===== src/rtl/amx_pkg.sv =====
package amx_pkg;

   // How the exponent standing in for 1/v is picked from the second moment
   typedef enum logic {
      AP2_FLOOR   = 1'b0,   // index of the highest set bit
      AP2_NEAREST = 1'b1    // bump by one when the next bit down is set
   } ap2_mode_e;

   // Width needed to hold a bit index in 0..n
   function automatic int idx_width(input int n);
      int r;
      r = 1;
      while ((1 << r) <= n) r++;
      return r;
   endfunction

endpackage


===== src/rtl/amx_moments.sv =====
module amx_moments #(
   parameter int W     = 24,
   parameter int B1_SH = 3,
   parameter int B2_SH = 10
) (
   input  logic signed [W-1:0] m_in,
   input  logic        [W-1:0] v_in,
   input  logic signed [W-1:0] g_in,
   output logic signed [W-1:0] m_next,
   output logic        [W-1:0] v_next
);
   localparam logic [W-1:0] MAXPOS = {1'b0, {(W-1){1'b1}}};
   localparam logic [W-1:0] MINNEG = {1'b1, {(W-1){1'b0}}};

   logic [W-1:0] g_mag;
   logic [W-1:0] v_dec;

   // Decayed exponential average; the two shifted terms are bounded so no overflow
   always_comb begin
      m_next = m_in - (m_in >>> B1_SH) + (g_in >>> B1_SH);
   end

   // Magnitude of the gradient, saturating the single unrepresentable case
   always_comb begin
      if (!g_in[W-1])
         g_mag = g_in;
      else if (g_in == MINNEG)
         g_mag = MAXPOS;
      else
         g_mag = -g_in;
   end

   // Running peak with slow decay
   always_comb begin
      v_dec  = v_in - (v_in >> B2_SH);
      v_next = (v_dec > g_mag) ? v_dec : g_mag;
   end
endmodule


===== src/rtl/amx_ap2_exp.sv =====
module amx_ap2_exp
   import amx_pkg::*;
#(
   parameter int        W    = 24,
   parameter ap2_mode_e MODE = AP2_FLOOR,
   localparam int       PW   = idx_width(W)
) (
   input  logic [W-1:0]  v_val,
   output logic [PW-1:0] exp_idx,
   output logic          v_zero
);
   logic [PW-1:0] msb_idx;

   // Priority scan: the last set bit found from the bottom wins
   always_comb begin
      msb_idx = '0;
      for (int i = 0; i < W; i++) begin
         if (v_val[i]) msb_idx = PW'(i);
      end
   end

   assign v_zero = (v_val == '0);

   generate
      if (MODE == AP2_NEAREST) begin : g_nearest
         logic below;
         always_comb begin
            below = 1'b0;
            for (int i = 1; i < W; i++) begin
               if (msb_idx == PW'(i)) below = v_val[i-1];
            end
            exp_idx = msb_idx + PW'(below);
         end
      end else begin : g_floor
         assign exp_idx = msb_idx;
      end
   endgenerate
endmodule


===== src/rtl/amx_step_clip.sv =====
module amx_step_clip
   import amx_pkg::*;
#(
   parameter int  W     = 24,
   parameter int  FRAC  = 16,
   parameter int  LR_SH = 10,
   localparam int PW    = idx_width(W),
   localparam int SW    = W + FRAC + 2,
   localparam int BASE  = FRAC - LR_SH
) (
   input  logic signed [W-1:0]  w_in,
   input  logic signed [W-1:0]  m_next,
   input  logic        [PW-1:0] exp_idx,
   input  logic                 v_zero,
   output logic signed [W-1:0]  w_next,
   output logic                 w_bin
);
   localparam logic signed [SW-1:0] POS_ONE = SW'(1) <<< FRAC;
   localparam logic signed [SW-1:0] NEG_ONE = -(SW'(1) <<< FRAC);

   logic signed [SW-1:0] m_x;
   logic signed [SW-1:0] w_x;
   logic signed [SW-1:0] step;
   logic signed [SW-1:0] raw;
   logic signed [SW-1:0] clamped;
   int                   e;

   always_comb begin
      m_x = {{(SW-W){m_next[W-1]}}, m_next};
      w_x = {{(SW-W){w_in[W-1]}}, w_in};
      e   = int'(exp_idx);
      // Scale by lr and by the power of two nearest 1/v, in one barrel shift
      if (e <= BASE)
         step = m_x <<< (BASE - e);
      else
         step = m_x >>> (e - BASE);
      raw = v_zero ? w_x : (w_x - step);
   end

   always_comb begin
      if (raw > POS_ONE)
         clamped = POS_ONE;
      else if (raw < NEG_ONE)
         clamped = NEG_ONE;
      else
         clamped = raw;
      w_next = clamped[W-1:0];
      w_bin  = !clamped[SW-1];
   end
endmodule


===== src/rtl/amx_weight_update.sv =====
module amx_weight_update
   import amx_pkg::*;
#(
   parameter int        W         = 24,
   parameter int        FRAC      = 16,
   parameter int        B1_SH     = 3,
   parameter int        B2_SH     = 10,
   parameter int        LR_SH     = 10,
   parameter ap2_mode_e AP2_MODE  = AP2_FLOOR
) (
   input  logic                clk,
   input  logic                rst,
   input  logic                in_valid,
   input  logic signed [W-1:0] w_in,
   input  logic signed [W-1:0] m_in,
   input  logic        [W-1:0] v_in,
   input  logic signed [W-1:0] g_in,
   output logic                out_valid,
   output logic signed [W-1:0] w_out,
   output logic signed [W-1:0] m_out,
   output logic        [W-1:0] v_out,
   output logic                bin_out
);
   localparam int PW = idx_width(W);

   // Elaboration-time parameter checks
   generate
      if (FRAC < 1 || FRAC > W - 2) begin : g_bad_frac
         $error("amx_weight_update: FRAC must leave room for sign and 1.0");
      end
      if (B1_SH < 1 || B1_SH >= W) begin : g_bad_b1
         $error("amx_weight_update: B1_SH out of range");
      end
      if (B2_SH < 1 || B2_SH >= W) begin : g_bad_b2
         $error("amx_weight_update: B2_SH out of range");
      end
      if (LR_SH < 0 || LR_SH >= W) begin : g_bad_lr
         $error("amx_weight_update: LR_SH out of range");
      end
   endgenerate

   logic signed [W-1:0]  m_nx;
   logic        [W-1:0]  v_nx;
   logic        [PW-1:0] e_idx;
   logic                 v_is_zero;
   logic signed [W-1:0]  w_nx;
   logic                 b_nx;

   amx_moments #(.W(W), .B1_SH(B1_SH), .B2_SH(B2_SH)) u_mom (
      .m_in   (m_in),
      .v_in   (v_in),
      .g_in   (g_in),
      .m_next (m_nx),
      .v_next (v_nx)
   );

   amx_ap2_exp #(.W(W), .MODE(AP2_MODE)) u_exp (
      .v_val   (v_nx),
      .exp_idx (e_idx),
      .v_zero  (v_is_zero)
   );

   amx_step_clip #(.W(W), .FRAC(FRAC), .LR_SH(LR_SH)) u_step (
      .w_in    (w_in),
      .m_next  (m_nx),
      .exp_idx (e_idx),
      .v_zero  (v_is_zero),
      .w_next  (w_nx),
      .w_bin   (b_nx)
   );

   always_ff @(posedge clk) begin
      if (rst) begin
         out_valid <= 1'b0;
         w_out     <= '0;
         m_out     <= '0;
         v_out     <= '0;
         bin_out   <= 1'b0;
      end else begin
         out_valid <= in_valid;
         if (in_valid) begin
            w_out   <= w_nx;
            m_out   <= m_nx;
            v_out   <= v_nx;
            bin_out <= b_nx;
         end
      end
   end
endmodule


===== config.mk =====
export PLATFORM = sky130hd
export DESIGN_NAME = amx_weight_update
export DESIGN_NICKNAME = d
export VERILOG_FILES = /design/src/rtl/amx_pkg.sv /design/src/rtl/amx_moments.sv /design/src/rtl/amx_ap2_exp.sv /design/src/rtl/amx_step_clip.sv /design/src/rtl/amx_weight_update.sv
export SDC_FILE = /design/constraint.sdc
export NUM_CORES = 1
export LEC_CHECK = 0
export BUFFER_PORTS_ARGS = -buffer_cell sky130_fd_sc_hd__buf_2
export CORE_MARGIN = 1.5
export CORE_UTILIZATION = 25
export DETAILED_ROUTE_END_ITERATION = 7
export PLACE_DENSITY = 0.54
export SLEW_MARGIN = 5
export SYNTH_ARGS = -nofsm -noshare
export SYNTH_HDL_FRONTEND = slang
export SYNTH_SLANG_ARGS = --single-unit

===== constraint.sdc =====
create_clock -name clk -period 12.7 [get_ports clk]
set_clock_uncertainty 0.1 [all_clocks]
set_input_delay 1.27 -clock clk [delete_from_list [all_inputs] [get_ports clk]]
set_output_delay 1.27 -clock clk [all_outputs]
set_load 0.05 [all_outputs]

### Word level (Yosys, flattened, before mapping)

Index checks and enable logic that the tools add are counted.

| operators by class | value |
|---|---|
| $lt $le $gt $ge | 4 |
| shift operators | 2 |
| reductions and logical operators | 2 |
| mux-type cells | 30 |
| add/sub/neg operators | 7 |
| equality and inequality tests | 1 |

Operator list:

| kind | number |
|---|---|
| $mux 42 | 4 |
| $mux 24 | 3 |
| $gt 42x18->1 const B | 1 |
| $lt 42x17->1 const B | 1 |
| $sshl 24x32->42 | 1 |
| $sshr 24x32->42 | 1 |
| $sub 24x42->42 | 1 |
| $mux 5 | 8 |
| $mux 4 | 8 |
| $add 24x21->24 | 1 |
| $eq 24x24->1 const B | 1 |
| $gt 24x24->1 | 1 |
| $logic_not 24->1 | 1 |
| $neg 24->24 | 1 |
| $sub 24x14->24 | 1 |
| $sub 24x21->24 | 1 |
| $mux 3 | 4 |
| $sub 3x5->6 const A | 1 |
| $sub 5x3->6 const B | 1 |
| $le 5x3->1 const B | 1 |
| $mux 2 | 2 |
| $logic_not 1->1 | 1 |
| $mux 1 | 1 |

| storage, ports and cells | value |
|---|---|
| register bits after elaboration | 74 |
| output and inout bits | 74 |
| input bits | 99 |

### Longest topological paths before layout

Gate-level depths: netlist of run 1.

| logic depth | value |
|---|---|
| word-level depth | 37 |
| mapped depth | 57 |

### Hierarchy

Synthesis of run 1 repeated with hierarchy kept, for this count alone.

| second synthesis, totals | value |
|---|---|
| cells, all modules | 1915 |
| area total of the unflattened synthesis | 13504.2 um^2 |

Modules (own cells, without submodules):

| module | sequential area each (um^2) | area each (um^2) | instances | cells an instance |
|---|---|---|---|---|
| amx_step_clip | 0.0 | 6277.3 | 1 | 998 |
| amx_moments | 0.0 | 4326.6 | 1 | 634 |
| amx_weight_update | 1481.4 | 2630.0 | 1 | 237 |
| amx_ap2_exp | 0.0 | 270.3 | 1 | 46 |

### Least setup slack after synthesis of run 1

OpenSTA, ideal clock, no wires.

| path | value |
|---|---|
| path type | input to register |
| from | in v_in[14] |
| to | reg w_out[10] |
| path slack | -0.359 ns |
| required time | 12.538 ns |
| cell stages on the path | 52 |
| library setup time | 0.062 ns |
| arrival | 12.897 ns |
| cells stage by stage | clkbuf_1 > inv_1 > ha_1 > or3_1 > o211a_1 > o21a_1 > o31a_1 > or2_1 > ha_1 > nand2_1 > nor4_1 > and4_1 > nand2_1 > o21ai_0 > clkbuf_1 > clkbuf_1 > nand4_1 > a32o_1 > (+16 left out) > nor2b_1 > o31a_1 > o21a_1 > o211a_1 > a31oi_1 > o22ai_1 > a2111oi_0 > o311ai_0 > o31a_1 > nor4_1 > o2111a_1 > a2111oi_4 > xnor2_2 > a211o_1 > ha_1 > nor2_1 > clkbuf_1 > a32o_1 |

| on the way | value |
|---|---|
| longest elaborated chain between the ends | 34 |
| elaborated cells between the ends (all ways) | 39 |
| those cells by class | add/sub (4); order compare (4); shift (2); mux (28); reduce/logical (1) |

Ends and longest elaborated chain:

| item | line | text |
|---|---|---|
| start, declared | amx_weight_update.sv:16 | `input logic [W-1:0] v_in,` |
| $sub 24x14->24 * | amx_moments.sv:35 | `v_dec = v_in - (v_in >> B2_SH);` |
| $gt 24x24->1 | amx_moments.sv:36 | `v_next = (v_dec > g_mag) ? v_dec : g_mag;` |
| $mux 24 * | amx_moments.sv:36 |  |
| $mux 1 | amx_ap2_exp.sv:18 | `if (v_val[i]) msb_idx = PW'(i);` |
| $mux 2 (2 in a row) | amx_ap2_exp.sv:18 |  |
| $mux 3 (4 in a row) | amx_ap2_exp.sv:18 |  |
| $mux 4 (8 in a row) | amx_ap2_exp.sv:18 |  |
| $mux 5 (8 in a row) | amx_ap2_exp.sv:18 |  |
| $sub 5x3->6 or $sub 3x5->6 (tied branches) | amx_step_clip.sv:36, amx_step_clip.sv:34 |  |
| $sshr 24x32->42 or $sshl 24x32->42 (tied branches) | amx_step_clip.sv:36, amx_step_clip.sv:34 |  |
| $mux 42 | amx_step_clip.sv:33 | `if (e <= BASE)` |
| $sub 24x42->42 | amx_step_clip.sv:37 | `raw = v_zero ? w_x : (w_x - step);` |
| $mux 42 * | amx_step_clip.sv:37 |  |
| $lt 42x17->1 | amx_step_clip.sv:43 | `else if (raw < NEG_ONE)` |
| $mux 42 | amx_step_clip.sv:43 |  |
| $mux 42 * | amx_step_clip.sv:41 | `if (raw > POS_ONE)` |
| end signal, assigned | amx_weight_update.sv:82 | `w_out <= w_nx;` |
| end, declared | amx_weight_update.sv:19 | `output logic signed [W-1:0] w_out,` |

Mark *: on every way between the ends. The rest lies on a longest branch, timed or not.
A chain may end at the register's enable or synchronous reset.

### Worst setup path after layout of run 1

| path | value |
|---|---|
| from | in v_in[15] |
| to | reg w_out[23] |

Same word-level chain as after synthesis.

==> impl_metrics.ini, run 1 <==
[clock_tree]
cts_root_buffer = clkbuf_16
clk_latency_ns = 0.38
clkSlewWorstSetupHoldPaths_ns = 0.06
ctsLongestPathBuffers = 2
h-tree-depth = 3
clock-sinks = 74
cts_made_buffers = 9
cts_tree = done
cts_hold_buf = 0

[die]
rows = 85
die_width_um = 236
die_h_um = 236
start_util_pct = 25.2
die_area_mm2 = 0.0555
core_area_mm2 = 0.0536
pin_count = 173

[layout]
fin_area_mm2 = 0.0163
fillers = 5924
final_util_pct = 30.5
antenna_cells = 0
drive_gt1_share_pct = 19.0
area.growth.synth_to_final_pct = 20.9
layout.nets = 2359
final_cells = 2827

[sta]
finalSetupViolations = 0
rsz0062_at_grt = false
min_period_ns = 12.12
fin_tns_setup_ns = 0
hold_viol_final = 0
max_freq_mhz = 82.5
drv_slew = 0
finalWorstSetupSlack_ns = 0.583
finalCritPeriodShare_pct = 95.4
holdWs_ns = 0.353
slew_headroom_pct = 16.5
tightest_slew_ns = 1.24

[global_routing]
grt_pass1_wl_um = 87100
grt_max_degree = 56
grt_remaining_overflow = 0
grt.busiest_layer = met2
antenna_found_initial = 1
track_usage_pct = 19.9
grt_use_met3_pct = 3.04
met2_usage_pct = 31.7
grt_pass1_vias = 14960
met1_usage_pct = 27.9

[yosys]
ys_seq_area_share_pct = 11.0
syn-num-nets = 2131
syn_avg_cell_area_um2 = 7.12
syn-cell-area_mm2 = 0.0135
synthCells = 1898
synth_edf_count = 0
ys_ff_latch = 74
synth.distinct_cells = 98
yosys_warnings = 0
async_flop_share_pct = 0
synth_top_flop_cell = dfxtp_1

[worst_hold_path]
hold_path_depth = 2
hp-class = register to register
hold_end = bin_out$_SDFFE_PP0P_
hp-start = bin_out$_SDFFE_PP0P_

[drt]
ant_nets = 0
wl_per_cell_um = 19.9
drc = 0
drt-vias-per-instance = 5.44
totalWireLength_um = 56300
drtPass1Iterations = 5
vias = 15385
drtIter0Drc = 1560

[setup_path]
worstSetupEndpointType = register
path_delay_family = compound AO/OA/AOI/OAI gates
timing.rr.end = w_out[16]$_SDFFE_PP0P_
critical_path_buf_inv_count = 6
worst_path_most_repeated_cell = ha_1
arrival_ns = 12.29
r2r-start = w_out[16]$_SDFFE_PP0P_
ff2ff_setup_slack_ns = 11.86
setup.worst_path.class = input pin to register
critPathLaunchType = input pin
worst_ep_required_time_ns = 12.87
crit_slowest_cell = mux4_2
timing.critical_path.slowest_cell_delay_ns = 0.58
path_max_fanout = 20
reg2regPathDepth = 2

[place]
preCtsSetupSlack_ns = -0.0245
postPlaceCellArea_mm2 = 0.0160
numPortBuffers = 172
place.gp.congestion = 0.970
place_hpwl_um = 46300
placedCellCount = 2811

[power_and_ir_drop]
max-vdd-ir-drop_mv = 0.103
p_total_mw = 2.78
total_leakage_power_nw = 7.47
power_density_mw_per_mm2 = 170

[job]
cap_violations = 0

[status]
outcome = finished clean
cell type report:
class                           instances  area [µm²]  share of cell area, %
Multi-Input combinational cell       1576       11100                   68.2
Clock inverter                          6        90.1                  0.551
Sequential cell                        74        1480                   9.06
Inverter                              151         567                   3.47
Tap cell                              696         871                   5.33
Clock buffer                           10         239                   1.46
Timing Repair Buffer                  314        1960                   12.0
logic make-up after synthesis:
group                      synth area share [%]
and+or+nand+nor                            23.5
AOI/OAI and AO/OA                          29.7
buffers and inverters                      7.33
adders and majority gates                  13.8
muxes                                      8.93
xor gates and xnor gates                   5.82
DFF                                        11.0
cell usage in the layout (no fill, tap or decap), types with 21 or more instances in the layout:
cell / netlist / layout
inv_1: 146 / 146
buf_4: 1 / 139
nand3_1: 62 / 61
a31oi_1: 27 / 26
o21ai_0: 97 / 95
a21o_1: 31 / 31
buf_2: 9 / 172
nand2_1: 195 / 195
nand4_1: 21 / 21
mux2i_1: 82 / 81
ha_1: 109 / 109
a32o_1: 26 / 26
o21a_1: 30 / 30
nor3_1: 36 / 36
xnor2_1: 69 / 68
fa_1: 25 / 25
nand2b_1: 30 / 30
a21oi_1: 158 / 158
o211ai_1: 23 / 23
a211oi_1: 35 / 35
dfxtp_1: 74 / 74
nor2_1: 178 / 177
flip-flops by register name, indices dropped and copies added, names as in the netlist:
signal,flops
m_out,24
v_out,24
w_out,24
bin_out,1
out_valid,1
how the worst max path moves through the flow:
stage / endpoint / cells after the start / from
2_1_floorplan: w_out[10]$_SDFFE_PP0P_ / 51 / v_in[14]
3_3_place_gp: w_out[0]$_SDFFE_PP0P_ / 49 / v_in[18]
3_5_place_dp: w_out[0]$_SDFFE_PP0P_ / 49 / v_in[15]
4_1_cts: w_out[0]$_SDFFE_PP0P_ / 47 / v_in[15]
5_1_grt: w_out[20]$_SDFFE_PP0P_ / 52 / v_in[15]
6_report: w_out[23]$_SDFFE_PP0P_ / 47 / v_in[15]
timing repair:
action	4_1_cts	5_1_grt
gates resized for setup	0	11
setup endpoints to repair	0	24
hold endpoints to repair	0	0
buffers inserted	0	0
synthesized netlist by cell type, drive strengths merged (31+ instances only):
cell type,n,area (µm²)
a21oi,159,800
a21o,31,233
o21ai,106,534
mux2i,82,821
nor3,39,210
clkbuf,73,274
nor2,179,688
nand3,62,310
inv,150,563
a211oi,35,263
xnor2,70,621
nand2,197,749
ha,109,1360
dfxtp,74,1480
tightest hold or removal path, cell delays in order (launching register included):
cell	delay [ns]
dfxtp_1	0.31
nand2_1	0.05
o21ai_1	0.05
per-layer routing:
layer	routed length, µm	vias up
met5	0	-
met4	1120	0
met3	3620	74
met2	24900	588
met1	26700	7318
li1	-	7405
report_power, final:
group | total (mW) | switching (mW) | internal, mW
combinational | 2.18 | 1.36 | 0.823
sequential | 0.300 | 0.0239 | 0.276
clock | 0.295 | 0.117 | 0.178
total | 2.78 | 1.50 | 1.28
Note: power is estimated with default switching activity, not from simulation.
==> run 2: changes to the inputs <==
--- a/config.mk
+++ b/config.mk
@@ -5,11 +5,11 @@
 export SDC_FILE = /design/constraint.sdc
 export NUM_CORES = 1
 export LEC_CHECK = 0
-export BUFFER_PORTS_ARGS = -buffer_cell sky130_fd_sc_hd__buf_2
+export BUFFER_PORTS_ARGS = -buffer_cell sky130_fd_sc_hd__buf_4
 export CORE_MARGIN = 1.5
 export CORE_UTILIZATION = 25
 export DETAILED_ROUTE_END_ITERATION = 7
-export PLACE_DENSITY = 0.54
+export GPL_TIMING_DRIVEN = 0
 export SLEW_MARGIN = 5
 export SYNTH_ARGS = -nofsm -noshare
 export SYNTH_HDL_FRONTEND = slang
==> impl_metrics.ini, run 2 (same netlist as run 1, synthesis figures left out) <==
[drt]
vias = 15829
drtIter0Drc = 1597
totalWireLength_um = 58300
drc = 0
met3WireLength_um = 4490
wl_per_cell_um = 20.7
ant_nets = 0
wl_met2_um = 25300
drtPass1Iterations = 6
wl_met1_um = 26900
top_layer = met4
drt-vias-per-instance = 5.61

[layout]
fillers = 5820
drive_gt1_share_pct = 20.5
multi_input_area_mm2 = 0.0118
final_cell_mix = buf_4, nand2_1, nor2_1, a21oi_1, inv_1
antenna_cells = 0
final_common_cell = buf_4
area.growth.synth_to_final_pct = 27.2
regArea_mm2 = 0.00148
final_cells = 2821
top_regs = m_out: 24 flops, v_out: 24 flops, w_out: 24 flops
layout.nets = 2353

[job]
cap_violations = 0

[worst_hold_path]
hp-class = register to register

[sta]
finalWorstSetupSlack_ns = 0.214
slew_headroom_pct = 31.5
finalSetupViolations = 0
finalCritPeriodShare_pct = 98.3
hold_viol_final = 0
max_freq_mhz = 80.1
holdWs_ns = 0.360
tightest_slew_ns = 1.02
drv_slew = 0
min_period_ns = 12.49

[setup_path]
worst_ep_required_time_ns = 12.88
crit_slowest_cell = or4_1
setup.worst_path.class = input pin to register
worstSetupEndpointType = register
critPathLaunchType = input pin
worst_path_most_repeated_cell = buf_4
path_max_fanout = 7
timing.critical_path.slowest_cell_delay_ns = 0.57
arrival_ns = 12.66

[clock_tree]
cts_root_buffer = clkbuf_16
cts_hold_buf = 0
clk_latency_ns = 0.38
cts_made_buffers = 9
clkSlewWorstSetupHoldPaths_ns = 0.06
h-tree-depth = 3
ctsLongestPathBuffers = 2
cts_tree = done
clock-sinks = 74

[die]
start_util_pct = 25.2
die_h_um = 236
rows = 85
die_width_um = 236
pin_count = 173
die_area_mm2 = 0.0555
core_area_mm2 = 0.0536

[global_routing]
antenna_found_initial = 0
grt_max_degree = 22
grt_pass1_vias = 15047
grt_remaining_overflow = 0
track_usage_pct = 20.3
grt_pass1_wl_um = 88300

[place]
place_hpwl_um = 46900
numPortBuffers = 164
placedCellCount = 2758
preCtsSetupSlack_ns = -2.79
place.gp.congestion = 0.962

[power_and_ir_drop]
power_density_mw_per_mm2 = 168
p_total_mw = 2.89
total_leakage_power_nw = 7.44
max-vdd-ir-drop_mv = 0.0881

[status]
outcome = finished clean
run 2: routing by layer:
metal / global-route usage (%) / up-vias
li1: - / 7433
met1: 28.2 / 7586
met2: 31.4 / 717
met3: 3.68 / 93
met4: 6.63 / 0
met5: 0 / -
run 2: worst paths after layout:
check | slack (ns) | endpoint | cells past startpoint | start
max | 0.21 | w_out[21]$_SDFFE_PP0P_ | 51 | v_in[0]
max reg2reg | 11.82 | w_out[16]$_SDFFE_PP0P_ | 2 | w_out[16]$_SDFFE_PP0P_
min | 0.36 | bin_out$_SDFFE_PP0P_ | 2 | bin_out$_SDFFE_PP0P_
min reg2reg | 0.36 | bin_out$_SDFFE_PP0P_ | 2 | bin_out$_SDFFE_PP0P_
run 2: final cells by class:
class	count	area share, %
Timing Repair Buffer	219	9.62
Tap cell	696	5.06
Inverter	151	3.41
Sequential cell	74	8.61
Clock inverter	6	0.669
Buffer	89	2.92
Multi-Input combinational cell	1576	68.4
Clock buffer	10	1.33
run 2: power breakdown:
group          switching [mW]  internal (mW)  total [mW]
registers              0.0293          0.276       0.306
logic                    1.43          0.851        2.28
clock network           0.116          0.192       0.308
run 2: critical path, delay by kind of cell:
family | cells | cell delay, ns
xor gates and xnor gates | 1 | 0.15
and+or+nand+nor | 10 | 2.14
adders and majority gates | 6 | 1.60
buffers and inverters | 10 | 1.27
AOI/OAI and AO/OA | 24 | 6.23
run 2: repair_timing:
action,CTS,global route
gates resized for setup,103,103
cloned,0,0
buffers inserted,19,36
pin swaps,16,46
endpoints found under the setup margin,25,25
run 2: through the flow:
step	setup TNS [ns]	area [µm²]	util, %
after floorplan	0	13500	-
after detailed placement	-64.33	15700	29.2
after global routing	-0.0500	17200	32.1
final	0	17200	32.1
after CTS	0	16500	30.8
after global placement	-64.20	15700	29.2
==> run 3: changes to the inputs <==
--- a/config.mk
+++ b/config.mk
@@ -5,6 +5,7 @@
 export SDC_FILE = /design/constraint.sdc
 export NUM_CORES = 1
 export LEC_CHECK = 0
+export ABC_AREA = 1
 export BUFFER_PORTS_ARGS = -buffer_cell sky130_fd_sc_hd__buf_4
 export CORE_MARGIN = 1.5
 export CORE_UTILIZATION = 25
==> impl_metrics.ini, run 3 <==
[status]
outcome = finished clean

[yosys]
synth_compound_area_share_pct = 24.1
synth-xor-area-share_pct = 5.55
synthCells = 2221
syn-cell-area_mm2 = 0.0129
synthMuxAreaShare_pct = 0.233
ys_ff_latch = 74
synth_top_flop_cell = dfxtp_1
ys_seq_area_share_pct = 11.5
yosys_warnings = 0
syn_avg_cell_area_um2 = 5.80
synth_edf_count = 0
syn-num-nets = 2454
synth-adder-area-share_pct = 14.5
yosysMostFrequentCell = nand2_1
ys_top_cells_by_count = nand2_1, inv_1, o21ai_0
yosysTopAreaCell = nand2_1
synth.distinct_cells = 64
synthTopCellsByArea = nand2_1, dfxtp_1, ha_1
yosysTopAreaCellShare_pct = 18.0
async_flop_share_pct = 0
synth_top_family_by_area = simple AND/OR/NAND/NOR gates
synth-simple-area-share_pct = 31.5

[die]
die_area_mm2 = 0.0529
die_width_um = 230
die_h_um = 230
start_util_pct = 25.2
pin_count = 173
rows = 83
core_area_mm2 = 0.0511

[drt]
totalWireLength_um = 49100
drtIter0Drc = 963
drtPass1Iterations = 6
vias = 14798
drt-vias-per-instance = 4.74
drc = 0
ant_nets = 0
wl_per_cell_um = 15.7

[setup_path]
path_depth = 73
worstSetupEndpointType = register
crit_slowest_cell = fa_1
path_delay_family = simple AND/OR/NAND/NOR gates
reg2regPathDepth = 4
critPathLaunchType = input pin
timing.critical_path.slowest_cell_delay_ns = 0.39
worst_path_most_repeated_cell = nand2_1
critical_path_buf_inv_count = 11
timing.rr.end = m_out[17]$_SDFFE_PP0P_
path_max_fanout = 13
setup.worst_path.class = input pin to register
arrival_ns = 12.10
ff2ff_setup_slack_ns = 11.82
worst_ep_required_time_ns = 12.88
r2r-start = m_out[17]$_SDFFE_PP0P_

[layout]
drive_gt1_share_pct = 16.0
area.growth.synth_to_final_pct = 23.7
layout.nets = 2666
fillers = 5812
top_regs = m_out: 24 flops, v_out: 24 flops, w_out: 24 flops
final_common_cell = nand2_1
multi_input_area_mm2 = 0.0101
final_util_pct = 31.2
final_cell_mix = nand2_1, inv_1, o21ai_0, buf_4, nor2_1
regArea_mm2 = 0.00148

[clock_tree]
cts_tree = done
clock-sinks = 74
ctsLongestPathBuffers = 2
clkSlewWorstSetupHoldPaths_ns = 0.07
cts_made_buffers = 9
h-tree-depth = 3
clk_latency_ns = 0.34
cts_root_buffer = clkbuf_16

[global_routing]
grt_max_degree = 22
grt_pass1_wl_um = 75800
grt_pass1_vias = 13850
grt_remaining_overflow = 0
antenna_found_initial = 1
track_usage_pct = 18.0

[worst_hold_path]
hold_end = w_out[9]$_SDFFE_PP0P_
hp-start = w_out[9]$_SDFFE_PP0P_
hold_path_depth = 2
hp-class = register to register

[place]
place.gp.congestion = 1.01
place_hpwl_um = 41900
numPortBuffers = 171

[power_and_ir_drop]
power_density_mw_per_mm2 = 163
p_total_mw = 2.60
total_leakage_power_nw = 8.21
max-vdd-ir-drop_mv = 0.0885

[sta]
slew_headroom_pct = 41.1
hold_viol_final = 0
drv_slew = 0
finalSetupViolations = 0
min_period_ns = 11.93
tightest_slew_ns = 0.878
finalCritPeriodShare_pct = 93.9
max_freq_mhz = 83.8

[job]
cap_violations = 0
## run 3: changes by cell type after synthesis, sizes merged, moves of 20 or more
cell	delta
a211oi	-29
a31oi	-21
a32o	-25
inv	+179
mux2i	-79
nand2	+432
nand2b	-30
nand3	+35
o21a	-20
o21ai	+181
xnor2	-39
xor2	+30
## run 3: kinds of logic after synthesis
family / count (synthesis)
AO/OA/AOI/OAI: 544
XOR/XNOR: 80
adder cells (fa/ha/maj): 134
buffers and inverters: 418
flip-flops: 74
multiplexers: 3
AND/OR/NAND/NOR: 968
## run 3: worst max-delay path by stage
stage,start,slack (ns),end
CTS,v_in[10],0.003,w_out[14]$_SDFFE_PP0P_
detailed placement,v_in[10],-1.44,w_out[14]$_SDFFE_PP0P_
global placement,v_in[10],-1.61,w_out[8]$_SDFFE_PP0P_
floorplan,v_in[0],1.29,w_out[13]$_SDFFE_PP0P_
finish,v_in[10],0.77,w_out[14]$_SDFFE_PP0P_
global route,v_in[18],-0.02,w_out[14]$_SDFFE_PP0P_
## run 3: report_power, final
| group | switching (mW) | internal, mW | total (mW) | leakage [nW] |
|---|---|---|---|---|
| Sequential | 0.0239 | 0.269 | 0.293 | 0.611 |
| Clock | 0.115 | 0.156 | 0.272 | 0.153 |
| Combinational | 1.34 | 0.695 | 2.04 | 7.45 |
| Total | 1.48 | 1.12 | 2.60 | 8.21 |
## run 3: layer usage
layer,up-vias,track usage [%],part of all wire [%]
met3,71,2.59,5.3
met2,408,32.1,48
met1,6663,22.2,44
met4,0,5.23,3.1
li1,7656,-,-
met5,-,0,0
## run 3: timing repair
action | 4_1_cts | 5_1_grt
pin swaps | 2 | 27
resized for setup | 43 | 90
setup buffers | 0 | 29
hold endpoints to repair | 0 | 0
gates cloned | 0 | 3
hold buffers | 0 | 0
setup endpoints to repair | 25 | 25
## run 3: final cells by class
class / instances / share of cell area (%)
Clock buffer: 9 / 1.41
Timing Repair Buffer: 201 / 9.45
Buffer: 84 / 2.80
Tap cell: 680 / 5.34
Inverter: 332 / 7.86
Multi-Input combinational cell: 1731 / 63.3
Antenna cell: 2 / 0.0314
Sequential cell: 74 / 9.29
Clock inverter: 7 / 0.534
## run 3: metrics by stage
step	instance area [µm²]	instances	hold slack [ns]	TNS, ns	setup slack [ns]
after floorplan	12900	2221	0.589	0	1.29
after global placement	15000	3072	0.353	-31.52	-1.61
after detailed placement	15000	3072	0.357	-27.35	-1.44
after CTS	15400	3087	0.368	0	0.00339
after global routing	15900	3118	0.383	-0.0259	-0.0239
final	15900	3120	0.370	0	0.771
## run 3: worst reg2reg max path, stage by stage, from the launching register on
cell	delay, ns
dfxtp_1	0.38
nor2_1	0.07
nor2_1	0.12
o21ai_0	0.09
inv_1	0.07
